[config.mk]
export PLATFORM = sky130hd
export DESIGN_NAME = hz_decode_ctl
export DESIGN_NICKNAME = d
export VERILOG_FILES = /design/src/rtl/hz_pkg.sv /design/src/rtl/hz_scoreboard.sv /design/src/rtl/hz_branch_fsm.sv /design/src/rtl/hz_ex_latch.sv /design/src/rtl/hz_decode_ctl.sv
export SDC_FILE = /design/constraint.sdc
export NUM_CORES = 1
export LEC_CHECK = 0
export ABC_AREA = 1
export BUFFER_PORTS_ARGS = -buffer_cell sky130_fd_sc_hd__buf_2
export CORE_UTILIZATION = 52
export CTS_CLUSTER_DIAMETER = 30
export DETAILED_ROUTE_END_ITERATION = 8
export PLACE_DENSITY = 0.81
export SLEW_MARGIN = 20
export SYNTH_ARGS = -nofsm -noshare
export SYNTH_HDL_FRONTEND = slang
export SYNTH_SLANG_ARGS = --single-unit
export TNS_END_PERCENT = 20
[constraint.sdc]
create_clock -name clk -period 3.7 [get_ports clk]
set_input_delay 0.74 -clock clk [delete_from_list [all_inputs] [get_ports clk]]
set_output_delay 0.74 -clock clk [all_outputs]
set_load 0.02 [all_outputs]
[src/rtl/hz_pkg.sv]
package hz_pkg;

    typedef enum logic [2:0] {
        OP_ADD  = 3'd0,
        OP_SUB  = 3'd1,
        OP_ADDI = 3'd2,
        OP_MUL  = 3'd3,
        OP_LW   = 3'd4,
        OP_SW   = 3'd5,
        OP_BEQ  = 3'd6,
        OP_RSVD = 3'd7
    } op_e;

    typedef enum logic {
        ST_RUN    = 1'b0,
        ST_BRWAIT = 1'b1
    } ctl_state_e;

    typedef struct packed {
        logic use_a;
        logic use_b;
        logic wr;
        logic dst_is_rd;
        logic is_br;
    } op_use_t;

    // Source/destination usage per opcode
    function automatic op_use_t op_usage(input op_e op);
        op_use_t u;
        unique case (op)
            OP_ADD, OP_SUB, OP_MUL: u = '{1'b1, 1'b1, 1'b1, 1'b1, 1'b0};
            OP_ADDI, OP_LW:         u = '{1'b1, 1'b0, 1'b1, 1'b0, 1'b0};
            OP_SW:                  u = '{1'b1, 1'b1, 1'b0, 1'b0, 1'b0};
            OP_BEQ:                 u = '{1'b1, 1'b1, 1'b0, 1'b0, 1'b1};
            OP_RSVD:                u = '0;
        endcase
        return u;
    endfunction

endpackage

[src/rtl/hz_scoreboard.sv]
module hz_scoreboard #(
    parameter int NREG = 32,
    parameter int RW   = $clog2(NREG)
) (
    input  logic          clk,
    input  logic          rst_n,
    input  logic          set_en,
    input  logic [RW-1:0] set_reg,
    input  logic          wb_en,
    input  logic [RW-1:0] wb_reg,
    input  logic          a_use,
    input  logic [RW-1:0] a_reg,
    input  logic          b_use,
    input  logic [RW-1:0] b_reg,
    input  logic          d_use,
    input  logic [RW-1:0] d_reg,
    output logic          raw_haz,
    output logic          waw_haz
);

    logic [NREG-1:0] pending;
    logic [NREG-1:0] busy;

    // Register 0 never becomes pending
    assign pending[0] = 1'b0;

    genvar g;
    generate
        for (g = 1; g < NREG; g++) begin : g_bit
            always_ff @(posedge clk) begin
                if (!rst_n) begin
                    pending[g] <= 1'b0;
                end else if (set_en && set_reg == RW'(g)) begin
                    pending[g] <= 1'b1;
                end else if (wb_en && wb_reg == RW'(g)) begin
                    pending[g] <= 1'b0;
                end
            end
        end
    endgenerate

    // Write-first register file: a register written back this cycle is readable now
    always_comb begin
        for (int i = 0; i < NREG; i++) begin
            busy[i] = pending[i] && !(wb_en && wb_reg == RW'(i));
        end
    end

    assign raw_haz = (a_use && busy[a_reg]) || (b_use && busy[b_reg]);
    assign waw_haz = d_use && busy[d_reg];

endmodule

[src/rtl/hz_branch_fsm.sv]
module hz_branch_fsm
    import hz_pkg::*;
#(
    parameter int XLEN = 32
) (
    input  logic            clk,
    input  logic            rst_n,
    input  logic            br_issue,
    input  logic [XLEN-1:0] br_target,
    input  logic            br_resolved,
    input  logic            br_taken,
    output logic            br_wait,
    output logic            pc_load,
    output logic [XLEN-1:0] pc_target
);

    ctl_state_e state_q, state_d;

    // State register
    always_ff @(posedge clk) begin
        if (!rst_n) begin
            state_q <= ST_RUN;
        end else begin
            state_q <= state_d;
        end
    end

    always_ff @(posedge clk) begin
        if (!rst_n) begin
            pc_target <= '0;
        end else if (br_issue) begin
            pc_target <= br_target;
        end
    end

    // Next state and outputs
    always_comb begin
        state_d = state_q;
        br_wait = 1'b0;
        pc_load = 1'b0;
        unique case (state_q)
            ST_RUN: begin
                if (br_issue) begin
                    state_d = ST_BRWAIT;
                end
            end
            ST_BRWAIT: begin
                br_wait = 1'b1;
                if (br_resolved) begin
                    pc_load = br_taken;
                    state_d = ST_RUN;
                end
            end
        endcase
    end

endmodule

[src/rtl/hz_ex_latch.sv]
module hz_ex_latch #(
    parameter int XLEN = 32,
    parameter int RW   = 5
) (
    input  logic            clk,
    input  logic            rst_n,
    input  logic            load,
    input  logic            take,
    input  logic [2:0]      in_op,
    input  logic [RW-1:0]   in_dst,
    input  logic            in_wr,
    input  logic [XLEN-1:0] in_a,
    input  logic [XLEN-1:0] in_b,
    input  logic [XLEN-1:0] in_imm,
    output logic            valid,
    output logic [2:0]      op,
    output logic [RW-1:0]   dst,
    output logic            wr,
    output logic [XLEN-1:0] a,
    output logic [XLEN-1:0] b,
    output logic [XLEN-1:0] imm
);

    always_ff @(posedge clk) begin
        if (!rst_n) begin
            valid <= 1'b0;
        end else if (load) begin
            valid <= 1'b1;
        end else if (take) begin
            valid <= 1'b0;
        end
    end

    always_ff @(posedge clk) begin
        if (!rst_n) begin
            op  <= '0;
            dst <= '0;
            wr  <= 1'b0;
            a   <= '0;
            b   <= '0;
            imm <= '0;
        end else if (load) begin
            op  <= in_op;
            dst <= in_dst;
            wr  <= in_wr;
            a   <= in_a;
            b   <= in_b;
            imm <= in_imm;
        end
    end

endmodule

[src/rtl/hz_decode_ctl.sv]
module hz_decode_ctl
    import hz_pkg::*;
#(
    parameter int XLEN = 32,
    parameter int NREG = 32,
    parameter int IMMW = 16,
    parameter int RW   = $clog2(NREG)
) (
    input  logic            clk,
    input  logic            rst_n,
    input  logic            id_valid,
    input  logic [2:0]      id_op,
    input  logic [RW-1:0]   id_rs,
    input  logic [RW-1:0]   id_rt,
    input  logic [RW-1:0]   id_rd,
    input  logic [IMMW-1:0] id_imm,
    input  logic [XLEN-1:0] id_pc4,
    output logic [RW-1:0]   rf_rs_addr,
    output logic [RW-1:0]   rf_rt_addr,
    input  logic [XLEN-1:0] rf_rs_data,
    input  logic [XLEN-1:0] rf_rt_data,
    output logic            id_accept,
    output logic            id_stall,
    output logic            fetch_freeze,
    output logic            ex_valid,
    output logic [2:0]      ex_op,
    output logic [RW-1:0]   ex_dst,
    output logic            ex_wr,
    output logic [XLEN-1:0] ex_a,
    output logic [XLEN-1:0] ex_b,
    output logic [XLEN-1:0] ex_imm,
    input  logic            ex_take,
    input  logic            br_resolved,
    input  logic            br_taken,
    output logic            pc_load,
    output logic [XLEN-1:0] pc_target,
    input  logic            wb_en,
    input  logic [RW-1:0]   wb_reg
);

    localparam int SEXT = XLEN - IMMW;

    op_use_t         use_s;
    logic [RW-1:0]   dst_sel;
    logic            wr_eff;
    logic [RW-1:0]   dst_eff;
    logic [XLEN-1:0] imm_sx;
    logic [XLEN-1:0] tgt;
    logic            raw_haz;
    logic            waw_haz;
    logic            br_wait;
    logic            room;

    assign use_s   = op_usage(op_e'(id_op));
    assign dst_sel = use_s.dst_is_rd ? id_rd : id_rt;
    assign wr_eff  = use_s.wr && (dst_sel != '0);
    assign dst_eff = wr_eff ? dst_sel : '0;
    assign imm_sx  = {{SEXT{id_imm[IMMW-1]}}, id_imm};
    assign tgt     = id_pc4 + (imm_sx << 2);

    assign rf_rs_addr = id_rs;
    assign rf_rt_addr = id_rt;

    assign room      = !ex_valid || ex_take;
    assign id_accept = id_valid && !br_wait && !raw_haz && !waw_haz && room;
    assign id_stall  = id_valid && !id_accept;
    assign fetch_freeze = br_wait || (id_accept && use_s.is_br);

    hz_scoreboard #(.NREG(NREG), .RW(RW)) u_sb (
        .clk     (clk),
        .rst_n   (rst_n),
        .set_en  (id_accept && wr_eff),
        .set_reg (dst_eff),
        .wb_en   (wb_en),
        .wb_reg  (wb_reg),
        .a_use   (id_valid && use_s.use_a),
        .a_reg   (id_rs),
        .b_use   (id_valid && use_s.use_b),
        .b_reg   (id_rt),
        .d_use   (id_valid && wr_eff),
        .d_reg   (dst_eff),
        .raw_haz (raw_haz),
        .waw_haz (waw_haz)
    );

    hz_branch_fsm #(.XLEN(XLEN)) u_fsm (
        .clk         (clk),
        .rst_n       (rst_n),
        .br_issue    (id_accept && use_s.is_br),
        .br_target   (tgt),
        .br_resolved (br_resolved),
        .br_taken    (br_taken),
        .br_wait     (br_wait),
        .pc_load     (pc_load),
        .pc_target   (pc_target)
    );

    hz_ex_latch #(.XLEN(XLEN), .RW(RW)) u_lat (
        .clk    (clk),
        .rst_n  (rst_n),
        .load   (id_accept),
        .take   (ex_take),
        .in_op  (id_op),
        .in_dst (dst_eff),
        .in_wr  (wr_eff),
        .in_a   (rf_rs_data),
        .in_b   (rf_rt_data),
        .in_imm (imm_sx),
        .valid  (ex_valid),
        .op     (ex_op),
        .dst    (ex_dst),
        .wr     (ex_wr),
        .a      (ex_a),
        .b      (ex_b),
        .imm    (ex_imm)
    );

endmodule

-- After elaboration in Yosys (flattened, before gate mapping)
Memory sizes are Yosys's and may differ from the RTL's.
Cells that the tools add are included.
- memories kept: 1
- memory bits (read-only): 40
- logic and storage cells: 365
- output and inout port bits: 152
- flip-flop bits (word level): 154
- input bits: 142
- equality and inequality tests: 62
- bitwise gates (word level): 1
- multiplexer cells: 78
- reduce and logical (&&, ||, !) cells: 179
- magnitude comparators: 3
- add/sub/neg operators: 1
- memory list (memory ; depth ; width ; read ports ; clocked after memory_dff ; wr ports ; line ; RTL):
    (name not given) ; 8 ; 5 ; 1 ; 0 ; 0 ; hz_pkg.sv:30 ; unique case (op)
- operators with widths (cell ; number):
    5-bit == test, second input constant ; 32
    1-bit logical AND ; 107
    5-bit by 4-bit == test with 1-bit output, second input constant ; 16
    1-bit 2-to-1 mux ; 72
    2-bit nonzero test ; 32
    5-bit by 3-bit == test with 1-bit output, second input constant ; 8
    1-bit logical NOT ; 36
    32-bit adder ; 1
    5-bit by 2-bit == test with 1-bit output, second input constant ; 4
    5-bit by 6-bit less-than comparator with 1-bit output, second input constant ; 3
    1-bit binary-select mux with 5-bit select ; 3
    5-bit by 1-bit == test with 1-bit output, second input constant ; 2
    5-bit 2-to-1 mux ; 2
    5-bit nonzero test ; 1
    1-bit logical OR ; 3
    1-bit case mux with 2 select lines ; 1
    1-bit NOT ; 1

-- Depth between registers and ports, before layout
Gate-level depths: netlist (run 1).
- depth after elaboration: 15
- mapped depth: 26
- mapped depth without buffers: 23

-- Modules after synthesis
From an unflattened synthesis (run 1), not the netlist that was laid out.
- cells, all modules: 1607
- area total of the unflattened synthesis: 9947.0 sq um
- modules (own cells, without submodules) (module ; seq. area each (sq um) ; area an instance (sq um) ; times used ; cells each):
    hz_ex_latch ; 2122.0 ; 3648.5 ; 1 ; 459
    hz_scoreboard ; 620.6 ; 2487.4 ; 1 ; 443
    hz_decode_ctl ; 0.0 ; 2434.8 ; 1 ; 495
    hz_branch_fsm ; 660.6 ; 1376.3 ; 1 ; 210

-- Worst setup path before layout (run 1)
No wires, ideal clock.
- path kind: input to output
- from: input port id_op[0]
- to: output port id_stall
- path buffers: 2
- setup slack: 0.101 ns
- data arrival time: 2.859 ns
- cell stages on the path: 21
- data required time: 2.960 ns
- cell sequence: inv_1 -> ha_1 -> nor2_4 -> nand2_1 -> nand3_2 -> buf_6 -> nor2_4 -> nand2_1 -> nand2_1 -> nor2_1 -> nor2_1 -> nor2_1 -> nand2_1 -> nand2_1 -> nand2_1 -> nor2_2 -> nor2_4 -> nand2_2 -> inv_2 -> buf_2 -> nor2_1
- word-level cells in the longest chain between the ends: 13
- elaborated cells on any way between the ends: 21
- ends and longest elaborated chain (item ; line ; RTL):
    from (decl) ; hz_decode_ctl.sv:12 ; input logic [2:0] id_op,
    memory 8 x 5 bit * ; n/a ;
    5-bit 2-to-1 mux ; hz_decode_ctl.sv:55 ; assign dst_sel = use_s.dst_is_rd ? id_rd : id_rt;
    5-bit nonzero test ; hz_decode_ctl.sv:56 ; assign wr_eff = use_s.wr && (dst_sel != '0);
    1-bit logical AND ; hz_decode_ctl.sv:56 ;
    5-bit 2-to-1 mux ; hz_decode_ctl.sv:57 ; assign dst_eff = wr_eff ? dst_sel : '0;
    1-bit binary-select mux with 5-bit select ; hz_scoreboard.sv:50 ; assign waw_haz = d_use && busy[d_reg];
    1-bit 2-to-1 mux (not written as such) ; hz_scoreboard.sv:50 ;
    1-bit logical AND ; hz_scoreboard.sv:50 ;
    1-bit logical NOT ; hz_decode_ctl.sv:65 ; assign id_accept = id_valid && !br_wait && !raw_haz && !waw_haz && room;
    1-bit logical AND * (2 in a row) ; hz_decode_ctl.sv:65 ;
    net id_accept ; hz_decode_ctl.sv:22 ; output logic id_accept,
    1-bit logical NOT * ; hz_decode_ctl.sv:66 ; assign id_stall = id_valid && !id_accept;
    1-bit logical AND * ; hz_decode_ctl.sv:66 ;
    to (decl) ; hz_decode_ctl.sv:23 ; output logic id_stall,
Mark *: on every way through the listed nets, which the timed path passes. The rest lies on a longest branch. The select of a mux whose other input is x is not followed.

-- Final worst setup path (run 1)
- from: input port id_op[0]
- to: output port id_stall
- word-level cells in the longest chain between the ends: 13
- elaborated cells on any way between the ends: 21
- ends and longest elaborated chain (item ; line):
    memory 8 x 5 bit * ; n/a
    5-bit 2-to-1 mux ; hz_decode_ctl.sv:55
    5-bit nonzero test ; hz_decode_ctl.sv:56
    1-bit logical AND ; hz_decode_ctl.sv:56
    5-bit 2-to-1 mux ; hz_decode_ctl.sv:57
    1-bit binary-select mux with 5-bit select ; hz_scoreboard.sv:50
    1-bit 2-to-1 mux (not written as such) ; hz_scoreboard.sv:50
    1-bit logical AND ; hz_scoreboard.sv:50
    1-bit logical NOT ; hz_decode_ctl.sv:65
    1-bit logical AND * (2 in a row) ; hz_decode_ctl.sv:65
    1-bit logical NOT * ; hz_decode_ctl.sv:66
    1-bit logical AND * ; hz_decode_ctl.sv:66
Mark *: on every way between the ends. The rest lies on a longest branch, timed or not. The select of a mux whose other input is x is not followed.

==> metrics.txt, run 1 <==
run status finished clean; wire length per cell after detailed routing 15.4 um; synthesis-to-layout area growth 23.5%; count of final max-slew check failures 0; clock sink count 154; Req. time, crit path 2.96 ns; total via count after detailed routing 10654; die footprint 0.0187 mm2; Remaining Overflow, GRT 0; Core ar. 0.0175 mm2; final worst clock skew 0.0137 ns; count of standard-cell rows 48; cell with the biggest individual delay on the critical path sky130_fd_sc_hd__buf_4; Maximum Capacitance Violations 0; delay of the slowest cell on the worst path 0.19 ns; remaining max-slew budget at the tightest pin 39.3%; Post-DRT Antenna Nets 0; fraction of registers with async set or reset after synthesis 0%; largest fanout of any net on the critical path 5; TritonCTS clock tree built; peak clock frequency supported by timing 283 MHz; number of cells produced by synthesis 1463; DPL Wire Length 22.2 mm; die outline height 137 um; number of input and output port buffers inserted 293; list of cells traversed by the critical path buf_4 -> inv_2 -> ha_1 -> nor2_2 -> inv_2 -> nand3_2 -> buf_4 -> inv_1 -> nand2_1 -> nand2_1 -> nand2_1 -> nand2_1 -> nand2_1 -> a21oi_2 -> nor2_2 -> nor2_4 -> nand2_2 -> inv_2 -> nor2_1 -> buf_4; Mapped Avg Cell Area 6.44 um2; Post-CTS Hold Fix Bufs 0; Root Buffer Master sky130_fd_sc_hd__clkbuf_16; number of enable-type register cells in the synthesized netlist 0; top library cells by usage in the layout, fill and taps aside sky130_fd_sc_hd__buf_2 (290), sky130_fd_sc_hd__nor2_1 (277), sky130_fd_sc_hd__nand2_1 (273); minimum period implied by the final worst setup slack 3.54 ns; DIE WIDTH 137 um; critical path class primary input to output port; Setup crit end kind output port; post-synthesis sequential element count 154; antenna violations before repair 2; number of global-route vias before repair 9634; worst-case reg-to-reg path depth 14; final critical-path share of the clock period 95.6%; count of H-tree levels built during CTS 4; top-level I/O count 294; via density per instance 5.43; Inserted Clock Buffers 17; category of the worst setup path launch point primary input; leakage power of the design 5.80 nW; Initial Utilization 53.9%; Synthesized Nets 1639; type of the worst min-delay path register to register; iteration count of the initial detailed-routing pass 7; worst voltage drop across the vdd grid 370 uV; cell area after synthesis 0.00942 mm2; total of warnings raised by yosys 0; Arr. time, crit path 2.80 ns; post-layout power 5.05 mW; maximum buffer depth of the clock tree 2; clock network latency to the later pin of the worst-skew pair 0.44 ns; count of routing violations after the opening detailed-route iteration 919; Final Setup Violations 0; residual DRC count 0; total routing resource utilization after global routing 32.4%; maximum number of pins on one net before global-route repair 93; number of distinct library cells after synthesis 40; first-pass GRT wire length 47.4 mm; Layout Nets 1899; Hold Path Cell Cnt 2; weighted congestion at the end of routability-driven global placement 1.05; worst hold slack 0.464 ns; actual transition at the worst max-transition pin 0.910 ns; final hold violations 0; share of layout cells above drive strength 1 23.3%; clock edge transition at the registers on the reported setup and hold paths 0.06 ns; sequential element share of the synthesized area 32.7%; Critical Path Most Common Cell sky130_fd_sc_hd__nand2_1; power density normalized to cell area 434 mW/mm2; top_reg_cell synth sky130_fd_sc_hd__dfxtp_1; final wirelength 30.2 mm; leading cell type in the layout, fill and taps excluded sky130_fd_sc_hd__buf_2
==> timing repair <==
action | in CTS | in global routing
resized for setup | 2 | 22
pin swaps | 0 | 9
endpoints found under the setup margin | 1 | 3
cloned | 0 | 1
setup buffers | 0 | 4
==> cell type report <==
cell class	instances	area, um2
diodes	1	2.50
inverters	146	548
well taps	225	282
clock inverters	13	156
flip-flops and latches	154	3080
multi-input cells	1066	5290
fillers	1620	5850
repair buffers	338	1820
clock buffers	19	443
==> worst max-delay path, delay by kind of cell <==
kind	cells	cell delay, ns
AO/OA/AOI/OAI	1	0.17
adder cells (fa/ha/maj)	1	0.16
buffers and inverters	7	0.86
AND/OR/NAND/NOR	11	0.86
==> kinds of logic (layout without fill, tap and decap cells) <==
kind of cell	Yosys count	count (layout)	synth area share, %
xor gates and xnor gates	25	25	2.33
DFF	154	154	32.7
and+or+nand+nor	804	804	37.0
other	0	1	0
adders and majority gates	34	34	4.60
buffers and inverters	243	516	11.8
AOI/OAI and AO/OA	203	203	11.5
==> per-layer routing <==
metal | vias up | GRT usage, % | part of all wire [%]
li1 | 5277 | - | -
met2 | 568 | 54.3 | 48
met1 | 4710 | 39.2 | 39
met4 | 2 | 15.7 | 3.8
met5 | - | 0 | 0.043
met3 | 97 | 7.11 | 9.0
==> through the flow <==
step / TNS, ns / worst slack (ns) / utilization (%) / std cells / cell area, um2
after floorplan: 0 / 0.101 / - / 1463 / 9420
after detailed placement: -0.180 / -0.0428 / 62.4 / 1924 / 10900
final: 0 / 0.163 / 66.5 / 1962 / 11600
after CTS: 0 / 0.00296 / 65.8 / 1956 / 11500
after global routing: -0.0872 / -0.0392 / 66.5 / 1961 / 11600
after global placement: 0 / 0.00265 / 62.4 / 1924 / 10900
==> final timing paths <==
path	start	end	slack (ns)
worst max register to register	u_sb.pending[4]	u_lat.dst[1]	1.20
worst max-delay path	id_op[0]	id_stall	0.16
worst min register to register	u_lat.op[2]	u_lat.op[2]	0.46
worst min-delay path	u_lat.op[2]	u_lat.op[2]	0.46
==> power by group <==
group          total [mW]  switching (mW)  leakage [nW]  internal, mW
registers            1.85          0.0644          1.26          1.79
logic                1.39           0.911          4.25         0.477
clock network        1.81           0.780         0.293          1.03
==> cell usage after synthesis, types with 3 or more instances <==
| cell | count | share of area, % |
|---|---|---|
| sky130_fd_sc_hd__nor2_1 | 280 | 11 |
| sky130_fd_sc_hd__o21ai_0 | 64 | 3.4 |
| sky130_fd_sc_hd__inv_1 | 137 | 5.5 |
| sky130_fd_sc_hd__nor2_2 | 3 | 0.20 |
| sky130_fd_sc_hd__a21boi_0 | 3 | 0.24 |
| sky130_fd_sc_hd__buf_2 | 15 | 0.80 |
| sky130_fd_sc_hd__nand3_2 | 3 | 0.32 |
| sky130_fd_sc_hd__nand3b_1 | 5 | 0.40 |
| sky130_fd_sc_hd__nand2_1 | 275 | 11 |
| sky130_fd_sc_hd__nor3_1 | 15 | 0.80 |
| sky130_fd_sc_hd__dfxtp_1 | 154 | 33 |
| sky130_fd_sc_hd__nand3_1 | 145 | 7.7 |
| sky130_fd_sc_hd__a21o_1 | 8 | 0.64 |
| sky130_fd_sc_hd__ha_1 | 33 | 4.4 |
| sky130_fd_sc_hd__nand4_1 | 67 | 4.5 |
| sky130_fd_sc_hd__o21ai_1 | 44 | 2.3 |
| sky130_fd_sc_hd__buf_1 | 4 | 0.16 |
| sky130_fd_sc_hd__xnor2_1 | 12 | 1.1 |
| sky130_fd_sc_hd__nor2_4 | 3 | 0.36 |
| sky130_fd_sc_hd__nand2_2 | 3 | 0.20 |
| sky130_fd_sc_hd__clkbuf_1 | 34 | 1.4 |
| sky130_fd_sc_hd__a21oi_1 | 70 | 3.7 |
| sky130_fd_sc_hd__buf_4 | 39 | 3.1 |
| sky130_fd_sc_hd__inv_2 | 8 | 0.32 |
| sky130_fd_sc_hd__buf_6 | 5 | 0.60 |
| sky130_fd_sc_hd__xor2_1 | 13 | 1.2 |
No activity file was read; power rests on OpenSTA's default activity.
==> run 2: changes to the inputs <==
--- a/config.mk
+++ b/config.mk
@@ -11,6 +11,7 @@
 export CTS_CLUSTER_DIAMETER = 30
 export DETAILED_ROUTE_END_ITERATION = 8
 export PLACE_DENSITY = 0.81
+export RECOVER_POWER = 100
 export SLEW_MARGIN = 20
 export SYNTH_ARGS = -nofsm -noshare
 export SYNTH_HDL_FRONTEND = slang
==> run 2 against run 1 <==
Effect of this change: cell count is essentially flat; core utilization down 1.1 points; clock power about the same; maximum frequency down 0.51%; critical endpoint unchanged; combinational power is 3% lower; global-route usage stayed put; highest routed layer is now met4; clock-buffer cell count unchanged; design area shrank 1.6%.
==> metrics.txt, run 2 (synthesis results as in run 1) <==
FF-to-FF Start u_sb.pending[4] (unchanged); worst-case reg-to-reg path depth 13 (was 14); combinational share of power 26.9% (was 27.5%); total routing resource utilization after global routing 32.4% (unchanged); iteration count of the initial detailed-routing pass 8 (was 7); total via count after detailed routing 10685 (was 10654); weighted congestion at the end of routability-driven global placement 1.05 (unchanged); Layout Nets 1899 (unchanged); Maximum Capacitance Violations 0 (unchanged); count of routing violations after the opening detailed-route iteration 932 (was 919); share of power burned in the clock network 36.1% (was 35.9%); critical path class primary input to output port (unchanged); power density normalized to cell area 439 mW/mm2 (was 434 mW/mm2); worst setup path endpoint id_stall (unchanged); number of buffer and inverter stages on the critical path 4 (was 7); synthesis-to-layout area growth 21.5% (was 23.5%); leading cell type in the layout, fill and taps excluded sky130_fd_sc_hd__nor2_1 (was sky130_fd_sc_hd__buf_2); delay of the slowest cell on the worst path 0.45 ns (was 0.19 ns); wire length per cell after detailed routing 15.5 um (was 15.4 um); net switching share of the total power 35.1% (was 34.8%); DPL Wire Length 22.2 mm (unchanged); final wirelength 30.4 mm (was 30.2 mm); Remaining Overflow, GRT 0 (unchanged); Critical Path Most Common Cell sky130_fd_sc_hd__nand3_1 (was sky130_fd_sc_hd__nand2_1); beginning of the critical path id_rs[1] (was id_op[0]); Post-DRT Antenna Nets 0 (unchanged); clock sink count 154 (unchanged); peak clock frequency supported by timing 281 MHz (was 283 MHz); Placement Cell Area 0.0109 mm2 (unchanged); count of H-tree levels built during CTS 4 (unchanged); Core ar. 0.0175 mm2 (unchanged); Arr. time, crit path 2.82 ns (was 2.80 ns); count of standard-cell rows 48 (unchanged); Root Buffer Master sky130_fd_sc_hd__clkbuf_16 (unchanged); switching pwr 1.76 mW (about the same); final core occ 65.4% (was 66.5%); DIE WIDTH 137 um (unchanged); top-level I/O count 294 (unchanged); Req. time, crit path 2.96 ns (about the same); internal power component 3.25 mW (was 3.30 mW); number of gates on the worst path with buffers counted 13 (was 20); worst flop-to-flop path endpoint u_sb.pending[6] (was u_lat.dst[1]); Setup crit end kind output port (unchanged); clock network latency to the later pin of the worst-skew pair 0.44 ns (about the same); leakage power of the design 5.22 nW (was 5.80 nW); count of final max-slew check failures 0 (unchanged); die footprint 0.0187 mm2 (unchanged); Initial Utilization 53.9% (unchanged); final hold violations 0 (unchanged); via density per instance 5.44 (was 5.43); Final Cell Area 0.0114 mm2 (was 0.0116 mm2); clock edge transition at the registers on the reported setup and hold paths 0.06 ns (about the same); post-layout power 5.02 mW (was 5.05 mW); share of layout cells above drive strength 1 14.8% (was 23.3%); minimum period implied by the final worst setup slack 3.56 ns (was 3.54 ns); final worst clock skew 0.0137 ns (about the same); final critical-path share of the clock period 96.1% (was 95.6%); list of cells traversed by the critical path clkbuf_1 -> inv_1 -> nand3_1 -> nand3_1 -> nand2_1 -> nand3_1 -> nand3_1 -> nand3_1 -> nor2_4 -> nand2_2 -> inv_2 -> nor2_1 -> buf_4 (was buf_4 -> inv_2 -> ha_1 -> nor2_2 -> inv_2 -> nand3_2 -> buf_4 -> inv_1 -> nand2_1 -> nand2_1 -> nand2_1 -> nand2_1 -> nand2_1 -> a21oi_2 -> nor2_2 -> nor2_4 -> nand2_2 -> inv_2 -> nor2_1 -> buf_4); fill count 1722 (was 1620); maximum buffer depth of the clock tree 2 (unchanged); sequential power share 37.0% (was 36.6%); TritonCTS clock tree built (unchanged); DP Cell Count 1924 (unchanged); maximum number of pins on one net before global-route repair 93 (unchanged); category of the worst setup path launch point primary input (unchanged); worst voltage drop across the vdd grid 366 uV (was 370 uV); Final Setup Violations 0 (unchanged); final cell count without fillers 1963 (was 1962); largest fanout of any net on the critical path 11 (was 5); number of global-route vias before repair 9634 (unchanged); Top Family by Delay on Critical Path buffers and inverters (was simple AND/OR/NAND/NOR gates); cell with the biggest individual delay on the critical path sky130_fd_sc_hd__clkbuf_1 (was sky130_fd_sc_hd__buf_4); residual DRC count 0 (unchanged); worst reg-to-reg setup slack 1.11 ns (was 1.20 ns); antenna violations before repair 2 (unchanged); type of the worst min-delay path register to register (unchanged); actual transition at the worst max-transition pin 0.919 ns (was 0.910 ns); die outline height 137 um (unchanged); run status finished clean (unchanged); Inserted Clock Buffers 17 (unchanged); number of input and output port buffers inserted 293 (unchanged); first-pass GRT wire length 47.4 mm (unchanged); remaining max-slew budget at the tightest pin 38.7% (was 39.3%); top library cells by usage in the layout, fill and taps aside sky130_fd_sc_hd__nor2_1 (277), sky130_fd_sc_hd__nand2_1 (273), sky130_fd_sc_hd__dfxtp_1 (154) (was sky130_fd_sc_hd__buf_2 (290), sky130_fd_sc_hd__nor2_1 (277), sky130_fd_sc_hd__nand2_1 (273))
run 2: final cells by class:
cell class	count	area (um2)	share of cell area [%]
multi-input cells	1066	5290	46.3
flip-flops and latches	154	3080	27.0
repair buffers	338	1630	14.3
inverters	146	548	4.79
clock buffers	19	443	3.87
well taps	225	282	2.46
clock inverters	13	156	1.37
diodes	2	5.00	0.0438
run 2: per-layer routing:
metal	routed length [um]	part of all wire, %	track usage, %
met5	0	0	0
met4	1240	4.1	15.7
met3	2660	8.7	7.11
met2	14500	48	54.3
met1	12000	40	39.2
run 2: worst min path at each step:
stage / end / slack (ns) / start / depth (start not counted)
3_5_place_dp: u_lat.op[2] / 0.45 / u_lat.op[2] / 2
6_report: u_lat.op[2] / 0.47 / u_lat.op[2] / 2
3_3_place_gp: u_lat.op[2] / 0.45 / u_lat.op[2] / 2
2_1_floorplan: u_sb.pending[1] / 0.48 / u_sb.pending[1] / 2
4_1_cts: u_lat.op[2] / 0.46 / u_lat.op[2] / 2
5_1_grt: u_lat.dst[4] / 0.49 / u_lat.dst[4] / 2
run 2: per-stage QoR:
stage / hold WS (ns) / worst slack (ns) / setup TNS [ns]
after CTS: 0.463 / 0.00296 / 0
after global placement: 0.451 / 0.00265 / 0
after floorplan: 0.477 / 0.101 / 0
final: 0.465 / 0.145 / 0
after global routing: 0.495 / -0.0392 / -0.0863
after detailed placement: 0.453 / -0.0428 / -0.180
run 2: power by group through the flow:
stage	registers [mW]	clock network (mW)	logic [mW]
after floorplan	2.04	0	0.799
after global placement	1.88	0	1.33
after detailed placement	1.89	0	1.35
after CTS	1.85	1.83	1.35
after global routing	1.87	1.90	1.48
final	1.85	1.81	1.35
run 2: what timing repair did:
| action | 4_1_cts | 5_1_grt |
|---|---|---|
| buffers inserted | 0 | 4 |
| setup endpoints to repair | 1 | 3 |
| cloned | 0 | 1 |
| hold endpoints to repair | 0 | 0 |
| gates resized for setup | 2 | 22 |
| pin swaps | 0 | 9 |
| hold buffers | 0 | 0 |
run 2: tightest hold or removal path: cells and delay by family (launching register included):
family / cells / cell delay [ns]
AO/OA/AOI/OAI: 1 / 0.05
flip-flops: 1 / 0.31
AND/OR/NAND/NOR: 1 / 0.06
